<file path="src/rtl/evt_route_pkg.sv">
package evt_route_pkg;
  parameter int unsigned NCH       = 4;
  parameter int unsigned NSRC      = 4;
  parameter int unsigned NGATE     = 4;
  parameter int unsigned ADDR_W    = 4;
  parameter int unsigned DATA_W    = 8;
  parameter int unsigned SEL_W     = (NSRC > 1) ? $clog2(NSRC) : 1;
  parameter int unsigned CLR_ADDR  = NCH;
  parameter int unsigned GATE_BASE = 8;

  typedef enum logic [1:0] {
    GATE_OFF   = 2'd0,
    GATE_ON    = 2'd1,
    GATE_MATCH = 2'd2,
    GATE_MISS  = 2'd3
  } gate_mode_t;

  typedef struct packed {
    logic [NGATE-1:0] route;
    logic             fall_en;
    logic             rise_en;
    logic [SEL_W-1:0] src;
  } chan_cfg_t;

  typedef struct packed {
    gate_mode_t     mode;
    logic [NCH-1:0] mask;
  } gate_cfg_t;

  localparam int unsigned CH_W = $bits(chan_cfg_t);
  localparam int unsigned GT_W = $bits(gate_cfg_t);
endpackage

</file>
<file path="src/rtl/evt_cfg.sv">
module evt_cfg
  import evt_route_pkg::*;
(
  input  logic              clk,
  input  logic              rst_n,
  input  logic              wr_en,
  input  logic [ADDR_W-1:0] wr_addr,
  input  logic [DATA_W-1:0] wr_data,
  output chan_cfg_t         chan_cfg [NCH],
  output gate_cfg_t         gate_cfg [NGATE],
  output logic [NCH-1:0]    clr_mask
);

  for (genvar c = 0; c < NCH; c++) begin : g_chan
    logic      ld;
    chan_cfg_t nxt;
    always_comb begin
      ld  = wr_en && (wr_addr == ADDR_W'(c));
      nxt = chan_cfg_t'(wr_data[CH_W-1:0]);
    end
    always_ff @(posedge clk or negedge rst_n) begin
      if (!rst_n)  chan_cfg[c] <= '0;
      else if (ld) chan_cfg[c] <= nxt;
    end
  end

  for (genvar g = 0; g < NGATE; g++) begin : g_gate
    logic      ld;
    gate_cfg_t nxt;
    always_comb begin
      ld  = wr_en && (wr_addr == ADDR_W'(GATE_BASE + g));
      nxt = gate_cfg_t'(wr_data[GT_W-1:0]);
    end
    always_ff @(posedge clk or negedge rst_n) begin
      if (!rst_n)  gate_cfg[g] <= '{mode: GATE_OFF, mask: '1};
      else if (ld) gate_cfg[g] <= nxt;
    end
  end

  always_comb begin
    clr_mask = '0;
    if (wr_en && (wr_addr == ADDR_W'(CLR_ADDR))) clr_mask = wr_data[NCH-1:0];
  end

endmodule

</file>
<file path="src/rtl/evt_sync.sv">
module evt_sync
  import evt_route_pkg::*;
(
  input  logic            clk,
  input  logic            rst_n,
  input  logic [NSRC-1:0] req,
  output logic [NSRC-1:0] rise,
  output logic [NSRC-1:0] fall
);

  logic [NSRC-1:0] stg1_q, stg2_q, prev_q;

  always_ff @(posedge clk or negedge rst_n) begin
    if (!rst_n) begin
      stg1_q <= '0;
      stg2_q <= '0;
      prev_q <= '0;
    end else begin
      stg1_q <= req;
      stg2_q <= stg1_q;
      prev_q <= stg2_q;
    end
  end

  always_comb begin
    rise = stg2_q & ~prev_q;
    fall = ~stg2_q & prev_q;
  end

  // an edge seen now reflects the line level two samples back
  a_r1_rise_delay: assert property (@(posedge clk) disable iff (!rst_n)
    (rise != '0) |-> ((rise & $past(req, 2)) == rise));
  a_r1_fall_delay: assert property (@(posedge clk) disable iff (!rst_n)
    (fall != '0) |-> ((fall & ~$past(req, 2)) == fall));

endmodule

</file>
<file path="src/rtl/evt_chan.sv">
module evt_chan
  import evt_route_pkg::*;
(
  input  logic            clk,
  input  logic            rst_n,
  input  logic [NSRC-1:0] rise,
  input  logic [NSRC-1:0] fall,
  input  chan_cfg_t       cfg,
  input  logic            clr,
  output logic            trig,
  output logic            flag
);

  logic flag_d;

  always_comb begin
    trig   = (cfg.rise_en & rise[cfg.src]) | (cfg.fall_en & fall[cfg.src]);
    flag_d = (flag & ~clr) | trig;
  end

  always_ff @(posedge clk or negedge rst_n) begin
    if (!rst_n) flag <= 1'b0;
    else        flag <= flag_d;
  end

  // a trigger always leaves the flag set, clear or not
  a_r5_set_wins: assert property (@(posedge clk) disable iff (!rst_n)
    trig |=> flag);
  // flags are sticky without a clear
  a_r4_sticky: assert property (@(posedge clk) disable iff (!rst_n)
    (flag && !clr) |=> flag);
  a_r4_cleared: assert property (@(posedge clk) disable iff (!rst_n)
    (clr && !trig) |=> !flag);

endmodule

</file>
<file path="src/rtl/evt_gate.sv">
module evt_gate
  import evt_route_pkg::*;
(
  input  logic           clk,
  input  logic           rst_n,
  input  logic [NCH-1:0] hit_vec,
  input  logic [NCH-1:0] flags,
  input  gate_cfg_t      cfg,
  output logic           irq,
  output logic           pat
);

  logic pass, irq_d;

  always_comb begin
    pat = &(flags | ~cfg.mask);
    unique case (cfg.mode)
      GATE_OFF:   pass = 1'b0;
      GATE_ON:    pass = 1'b1;
      GATE_MATCH: pass = pat;
      GATE_MISS:  pass = ~pat;
      default:    pass = 1'b0;
    endcase
    irq_d = (|hit_vec) & pass;
  end

  always_ff @(posedge clk or negedge rst_n) begin
    if (!rst_n) irq <= 1'b0;
    else        irq <= irq_d;
  end

  // gate modes block as specified
  a_r8_off_silent: assert property (@(posedge clk) disable iff (!rst_n)
    (cfg.mode == GATE_OFF) |=> !irq);
  a_r8_match_blocks: assert property (@(posedge clk) disable iff (!rst_n)
    (cfg.mode == GATE_MATCH && !pat) |=> !irq);
  a_r8_miss_blocks: assert property (@(posedge clk) disable iff (!rst_n)
    (cfg.mode == GATE_MISS && pat) |=> !irq);
  // no pulse without a routed trigger
  a_r9_needs_hit: assert property (@(posedge clk) disable iff (!rst_n)
    (hit_vec == '0) |=> !irq);

endmodule

</file>
<file path="src/rtl/evt_route_top.sv">
module evt_route_top
  import evt_route_pkg::*;
(
  input  logic              clk,
  input  logic              rst_n,
  input  logic [NSRC-1:0]   req_in,
  input  logic              cfg_we,
  input  logic [ADDR_W-1:0] cfg_addr,
  input  logic [DATA_W-1:0] cfg_wdata,
  output logic [NGATE-1:0]  irq_out,
  output logic [NGATE-1:0]  pat_out
);

  logic [1:0]      rst_pipe;
  logic            rst_n_sync;
  chan_cfg_t       chan_cfg [NCH];
  gate_cfg_t       gate_cfg [NGATE];
  logic [NCH-1:0]  clr_mask;
  logic [NSRC-1:0] rise, fall;
  logic [NCH-1:0]  trig, flags;

  always_ff @(posedge clk or negedge rst_n) begin
    if (!rst_n) rst_pipe <= '0;
    else        rst_pipe <= {rst_pipe[0], 1'b1};
  end
  assign rst_n_sync = rst_pipe[1];

  evt_cfg u_cfg (
    .clk      (clk),
    .rst_n    (rst_n_sync),
    .wr_en    (cfg_we),
    .wr_addr  (cfg_addr),
    .wr_data  (cfg_wdata),
    .chan_cfg (chan_cfg),
    .gate_cfg (gate_cfg),
    .clr_mask (clr_mask)
  );

  evt_sync u_sync (
    .clk   (clk),
    .rst_n (rst_n_sync),
    .req   (req_in),
    .rise  (rise),
    .fall  (fall)
  );

  for (genvar c = 0; c < NCH; c++) begin : g_ch
    evt_chan u_chan (
      .clk   (clk),
      .rst_n (rst_n_sync),
      .rise  (rise),
      .fall  (fall),
      .cfg   (chan_cfg[c]),
      .clr   (clr_mask[c]),
      .trig  (trig[c]),
      .flag  (flags[c])
    );
  end

  for (genvar g = 0; g < NGATE; g++) begin : g_gt
    logic [NCH-1:0] hit;
    always_comb begin
      for (int c = 0; c < NCH; c++) hit[c] = trig[c] & chan_cfg[c].route[g];
    end
    evt_gate u_gate (
      .clk     (clk),
      .rst_n   (rst_n_sync),
      .hit_vec (hit),
      .flags   (flags),
      .cfg     (gate_cfg[g]),
      .irq     (irq_out[g]),
      .pat     (pat_out[g])
    );
  end

endmodule

</file>
<file path="config.mk">
export PLATFORM = sky130hd
export DESIGN_NAME = evt_route_top
export DESIGN_NICKNAME = d
export VERILOG_FILES = /design/src/rtl/evt_route_pkg.sv /design/src/rtl/evt_cfg.sv /design/src/rtl/evt_sync.sv /design/src/rtl/evt_chan.sv /design/src/rtl/evt_gate.sv /design/src/rtl/evt_route_top.sv
export SDC_FILE = /design/constraint.sdc
export NUM_CORES = 1
export LEC_CHECK = 0
export BUFFER_PORTS_ARGS = -buffer_cell sky130_fd_sc_hd__buf_2
export CAP_MARGIN = 20
export CORE_ASPECT_RATIO = 0.9
export CORE_MARGIN = 2
export CORE_UTILIZATION = 40
export CTS_CLUSTER_DIAMETER = 40
export DETAILED_ROUTE_END_ITERATION = 10
export HOLD_SLACK_MARGIN = 0.12
export SETUP_SLACK_MARGIN = 0.4
export SYNTH_ARGS = -nofsm -noshare
export SYNTH_HDL_FRONTEND = slang
export SYNTH_SLANG_ARGS = --single-unit
</file>
<file path="constraint.sdc">
create_clock -name clk -period 6.5 [get_ports clk]
set_input_delay 0.325 -clock clk [delete_from_list [all_inputs] [get_ports clk]]
set_output_delay 0.325 -clock clk [all_outputs]
set_load 0.02 [all_outputs]
</file>
Yosys cells after proc, flatten, opt, wreduce, memory -nomap -nowiden. Cells that the tools add are included.

Magnitude comparators: 4. Eq/ne operators: 20. Muxes and demuxes: 21. Bitwise logic cells: 60. Reductions and logical operators: 22.

Operator list (count): $and 1x1->1 (32); $not 4->4 (6); $bmux 1 s2 (8); $eq 2x2->1 const B (8); $eq 4x4->1 const B (4); $or 4x4->4 (4); $pmux 1 s4 (4); $reduce_and 4->1 (4); $reduce_or 4->1 (4); $lt 2x3->1 const B (4); $logic_and 1x1->1 (9); $and 4x4->4 (2); $eq 2x1->1 const B (4); $eq 4x2->1 const B (2); $logic_not 2->1 (4); $mux 1 (8); $not 1->1 (8); $or 1x1->1 (8); $eq 4x1->1 const B (1); $eq 4x3->1 const B (1); $logic_not 4->1 (1); $mux 4 (1).

Bits in registers: 78. Input port bits: 19. Output and inout port bits: 8. Logic and storage cells: 163.

Longest topological paths before layout.
Depth in word-level cells: 9. Gate-level depth with buffers: 5. Mapped depth without buffers: 5.

Hierarchy. A second synthesis with hierarchy kept.

Cells, all modules: 284. Area, all modules: 3761.1 um^2.

Modules (own cells, without submodules): evt_cfg (times used 1, cells an instance 137, area each 2250.9 um^2); evt_chan (times used 4, cells an instance 15, area each 127.6 um^2); evt_gate (times used 4, cells an instance 12, area each 118.9 um^2); evt_sync (times used 1, cells an instance 20, area each 370.4 um^2); evt_route_top (times used 1, cells an instance 19, area each 153.9 um^2).

Least setup slack after synthesis. No wires, ideal clock.

Path kind: reg-to-reg. From: reg u_sync.stg2_q[1]. To: reg g_gt[0].u_gate.irq. Library setup time: 0.077 ns. Arrival time: 1.515 ns. Data required time: 6.423 ns. Slack: 4.908 ns. Cell stages (with the launch flop): 6. Buffers on the path: 0. Period minus slack after synthesis: 1.592 ns. Cells stage by stage: dfrtp_1 or2b_1 mux4_2 o22ai_4 a22oi_1 a21oi_1.

Word-level cells in the longest chain between the ends: 9.

RTL lines: start, declared (line evt_sync.sv:11) `logic [NSRC-1:0] stg1_q, stg2_q, prev_q;`; start signal, assigned (line evt_sync.sv:20) `stg2_q <= stg1_q;`; $not 4->4 (line evt_sync.sv:27) `fall = ~stg2_q & prev_q;`; $and 4x4->4 (line evt_sync.sv:27); $bmux 1 s2 (line evt_chan.sv:17) `trig = (cfg.rise_en & rise[cfg.src]) | (cfg.fall_en & fall[cfg.src]);`; $mux 1 (not written as such) (line evt_chan.sv:17); $and 1x1->1 (line evt_chan.sv:17); $or 1x1->1 (line evt_chan.sv:17); $and 1x1->1 (line evt_route_top.sv:63) `for (int c = 0; c < NCH; c++) hit[c] = trig[c] & chan_cfg[c].route[g];`; $reduce_or 4->1 * (line evt_gate.sv:24) `irq_d = (|hit_vec) & pass;`; $and 1x1->1 * (line evt_gate.sv:24); net g_gt[0].u_gate.irq_d (line evt_gate.sv:13) `logic pass, irq_d;`; end signal, assigned (line evt_gate.sv:29) `else irq <= irq_d;`; end, declared (line evt_gate.sv:9) `output logic irq,`.

Mark *: on every way through the listed nets, which the timed path passes. The rest lies on a longest branch. The select of a mux whose other input is x is not followed. A chain may end at the register's enable or synchronous reset.

Worst setup path in the final report.
From: reg g_ch[2].u_chan.flag. To: out pat_out[0].

Word-level cells in the longest chain between the ends: 2.

RTL lines: start, declared (line evt_chan.sv:11) `output logic flag`; start signal, assigned (line evt_chan.sv:23) `else flag <= flag_d;`; $or 4x4->4 (line evt_gate.sv:16) `pat = &(flags | ~cfg.mask);`; $reduce_and 4->1 (line evt_gate.sv:16); end, declared (line evt_route_top.sv:11) `output logic [NGATE-1:0] pat_out`.

No other way between the ends.

==> flow_summary.rst <==
.. list-table::
   :header-rows: 1

   * - Metric
     - Value
   * - Final HPWL from detailed placement
     - 4590 um
   * - Core Box Area
     - 0.00811 sq mm
   * - Via count
     - 2002
   * - Lkg Pwr
     - 1.63 nW
   * - Minimum clock period
     - 2240 ps
   * - CTS resizes
     - 0
   * - Max_cap viols
     - 0
   * - Total standard cell area after synthesis
     - 0.00336 sq mm
   * - Layout overhead on the synthesized area
     - 13.8%
   * - Via-per-instance ratio
     - 5.13
   * - Internal cell power
     - 0.969 mW
   * - Share of the synthesized area in the top cell type
     - 46.1%
   * - Average routed wire per standard cell
     - 16.9 um
   * - Met1 Track Usage GR
     - 23.3%
   * - Final WL
     - 6610 um
   * - DRC violation count after routing
     - 0
   * - Ports placed on the boundary
     - 27
   * - Synth area leader
     - dfrtp_1
   * - Most congested layer reported by global routing
     - met2
   * - Layout cells sized above 1
     - 37.1%
   * - Setup TNS
     - 0 ps
   * - Setup repair bufs after CTS
     - 0
   * - Die Footprint
     - 0.00916 sq mm
   * - Kind of launch point of the worst setup path
     - flop
   * - Power Density
     - 346 mW/mm^2
   * - Width of the chip
     - 101 um
   * - Reg2Reg Launch Point
     - u_sync.stg2_q[0]$_DFF_PN0_
   * - Nets
     - 305
   * - Worst hold-check path type
     - in -> reg
   * - Clock slew seen by the registers of the worst setup and hold paths
     - 80 ps
   * - Max Fclk
     - 0.447 GHz
   * - Crit path max fanout
     - 5
   * - First-pass GRT wire length
     - 11000 um
   * - First-pass iteration count of the detailed router
     - 4
   * - Number of cells traversed by the worst hold path
     - 2
   * - Initial antenna violation count
     - 0
   * - Chip Height
     - 91.0 um
   * - Crit. End Element
     - output pin
   * - Final number of hold-violating endpoints
     - 0
   * - Filler Cell Count
     - 724
   * - Kind of critical path
     - reg -> out
   * - Library cells used by synthesis
     - 28
   * - Post-placement setup slack
     - 4680 ps
   * - Vias in the first global route
     - 2060
   * - Measured slew at the worst slew-check pin
     - 948 ps
   * - Post-Syn Nets
     - 275
   * - Arrival time at the worst endpoint
     - 1910 ps
   * - Iter 0 DRT Violations
     - 126
   * - # rows
     - 31
   * - Cell at the root of the clock tree
     - clkbuf_8
   * - Tightest slew margin relative to the limit
     - 36.8%
   * - Worst hold start
     - cfg_wdata[6]
   * - Met2 Use GR
     - 23.5%
   * - Residual antenna-violating net count after detailed routing
     - 0
   * - Register area share after synthesis
     - 58.6%
   * - Switching component of the power
     - 0.353 mW
   * - Register-to-register setup slack
     - 4660 ps
   * - Synthesized area divided by synthesized cell count
     - 13.1 sq um
   * - Pin count of the biggest net entering global routing
     - 77
   * - Unrepaired setup endpoints after global routing
     - no
   * - All-layer global routing usage
     - 16.0%
   * - Result of the run
     - finished, final reports clean
   * - Setup Viol. Count Final
     - 0
   * - FF-to-FF End
     - g_gt[1].u_gate.irq$_DFF_PN0_
   * - VDD IR-drop max
     - 0.148 mV
   * - Flip-flop and latch count after synthesis
     - 78
   * - Period utilization
     - 34.4%
   * - Final slew viol count
     - 0
   * - Synthesized instance count
     - 256
   * - TritonCTS clock tree
     - done
   * - Met3 track demand over resource
     - 2.39%
   * - Number of inserted diodes
     - 0
   * - Number of synthesis warnings
     - 0
   * - Seq pwr share
     - 49.5%
   * - # port buffers
     - 26
   * - Top cells by area, synth
     - dfrtp_1 46%, dfstp_2 13%, mux2_2 12%
   * - H-tree depth
     - 3
   * - Initial Utilization
     - 41.5%
   * - Fin worst setup slack
     - 4260 ps
   * - Logic depth of the worst register-to-register path
     - 5
   * - Global placement routability congestion
     - 0.793
   * - Worst Clk Skew
     - 9.09 ps
   * - Hold Path End
     - u_cfg.chan_cfg[14]$_DFFE_PN0P_
   * - Number of CTS-inserted buffers
     - 9
   * - Gate power share
     - 18.2%
   * - Grt ovf
     - 0
   * - Switch share
     - 26.7%
   * - Clk Latency, worst-skew pair
     - 350 ps
   * - Clock sinks
     - 78
   * - WP data required
     - 6170 ps
   * - Buffer levels on the longest clock path
     - 2
   * - Clk pwr share
     - 32.2%
-- registers in the layout, indices dropped and copies added, names as in the netlist --
signal and cells:
u_cfg.chan_cfg 32, u_cfg.gate_cfg 24, g_ch.u_chan.flag 4, g_gt.u_gate.irq 4
u_sync.prev_q 4, u_sync.stg1_q 4, u_sync.stg2_q 4, rst_pipe 2
-- synth_stat cells (all sizes together) --
| cell | instances |
|---|---|
| clkbuf | 4 |
| nor3b | 3 |
| inv | 13 |
| a22oi | 8 |
| o21ai | 22 |
| a21oi | 4 |
| a2111oi | 4 |
| mux4 | 8 |
| nand2 | 24 |
| conb | 1 |
| nand2b | 9 |
| buf | 9 |
| nand4b | 1 |
| nor2b | 12 |
| or2b | 3 |
| o22ai | 4 |
| dfstp | 16 |
| mux2 | 38 |
| and3 | 1 |
| nand3b | 3 |
| or3 | 1 |
| xor2 | 4 |
| nor2 | 2 |
| dfrtp | 62 |
-- stage by stage --
stage / hold WS (ps) / instance area [sq um] / instances / total power [mW] / util, %
floorplan: 29.4 / 3360 / 256 / 0.845 / -
global placement: 110 / 3550 / 369 / 0.901 / 43.7
detailed placement: 117 / 3550 / 369 / 0.906 / 43.7
CTS: 231 / 3830 / 390 / 1.34 / 47.2
global route: 239 / 3830 / 390 / 1.39 / 47.2
finish: 240 / 3830 / 390 / 1.32 / 47.2
-- logic make-up (layout without fill, tap and decap cells) --
logic type | Yosys count | in the layout | share of synthesized area [%]
buffers and inverters | 26 | 61 | 3.83
AOI/OAI and AO/OA | 42 | 42 | 8.56
xor gates and xnor gates | 4 | 4 | 1.04
other | 1 | 1 | 0.112
muxes | 46 | 46 | 18.1
and+or+nand+nor | 59 | 59 | 9.75
DFF | 78 | 78 | 58.6
-- power groups by stage --
stage | clock (mW) | sequential (mW) | combinational [mW]
global placement | 0 | 0.662 | 0.239
CTS | 0.435 | 0.656 | 0.245
finish | 0.426 | 0.655 | 0.241
detailed placement | 0 | 0.664 | 0.242
global route | 0.455 | 0.669 | 0.266
floorplan | 0 | 0.649 | 0.196
-- per-layer routing --
layer	up-vias	part of all wire [%]
li1	950	-
met1	1009	50
met2	34	45
met3	9	2.7
met4	0	1.9
met5	-	0
-- cell usage in the layout, fill, tap and decap left out --
master / Yosys / layout
clkbuf_1: 4 / 2
clkinv_2: 0 / 2
dlygate4sd3_1: 0 / 5
mux2_1: 2 / 2
bufinv_16: 0 / 3
a22oi_1: 8 / 8
and3_1: 1 / 1
mux4_2: 8 / 8
a2111oi_1: 4 / 4
nor2b_1: 12 / 12
or2b_1: 3 / 3
nand3b_1: 3 / 3
or3_1: 1 / 1
buf_4: 8 / 1
inv_1: 13 / 13
nand4b_1: 1 / 1
o21ai_0: 22 / 22
nor3b_1: 1 / 1
buf_2: 1 / 26
o22ai_4: 1 / 1
o22ai_2: 3 / 3
a21oi_1: 4 / 4
nand2_1: 24 / 24
clkbuf_8: 0 / 9
mux2_2: 36 / 36
conb_1: 1 / 1
nor2_1: 2 / 2
nand2b_1: 9 / 9
dfstp_2: 16 / 16
xor2_1: 4 / 4
dfrtp_2: 0 / 1
nor3b_2: 2 / 2
dfrtp_1: 62 / 61
-- what timing repair did --
item / in CTS / in global routing
hold buffers: 5 / 0
setup endpoints to repair: 0 / 0
endpoints found under the hold margin: 6 / 0
-- worst max path at each step --
stage / startpoint / endpoint / slack (ps)
after floorplan: rst_pipe[1]$_DFF_PN0_ / g_ch[0].u_chan.flag$_DFF_PN0_ / 4190
after global placement: u_sync.stg2_q[0]$_DFF_PN0_ / g_gt[1].u_gate.irq$_DFF_PN0_ / 4640
after detailed placement: cfg_addr[3] / u_cfg.chan_cfg[20]$_DFFE_PN0P_ / 4680
after CTS: g_ch[2].u_chan.flag$_DFF_PN0_ / pat_out[0] / 4300
after global routing: g_ch[2].u_chan.flag$_DFF_PN0_ / pat_out[0] / 4190
final: g_ch[2].u_chan.flag$_DFF_PN0_ / pat_out[0] / 4260
-- worst max-delay path: stages (launching register included) --
cell	delay (ps)
dfrtp_1	450
nor2b_1	80
a2111oi_1	740
buf_2	290
-- final cells by class --
cell class,instances,area (sq um),share of cell area [%]
sequential,78,1970,51.6
multi-input combinational,152,1260,33.0
timing repair buffer,32,188,4.90
clock buffer,11,131,3.43
tap,99,124,3.24
clock inverter,5,100,2.62
inverter,13,48.8,1.27
Note: power is estimated with default switching activity, not from simulation.
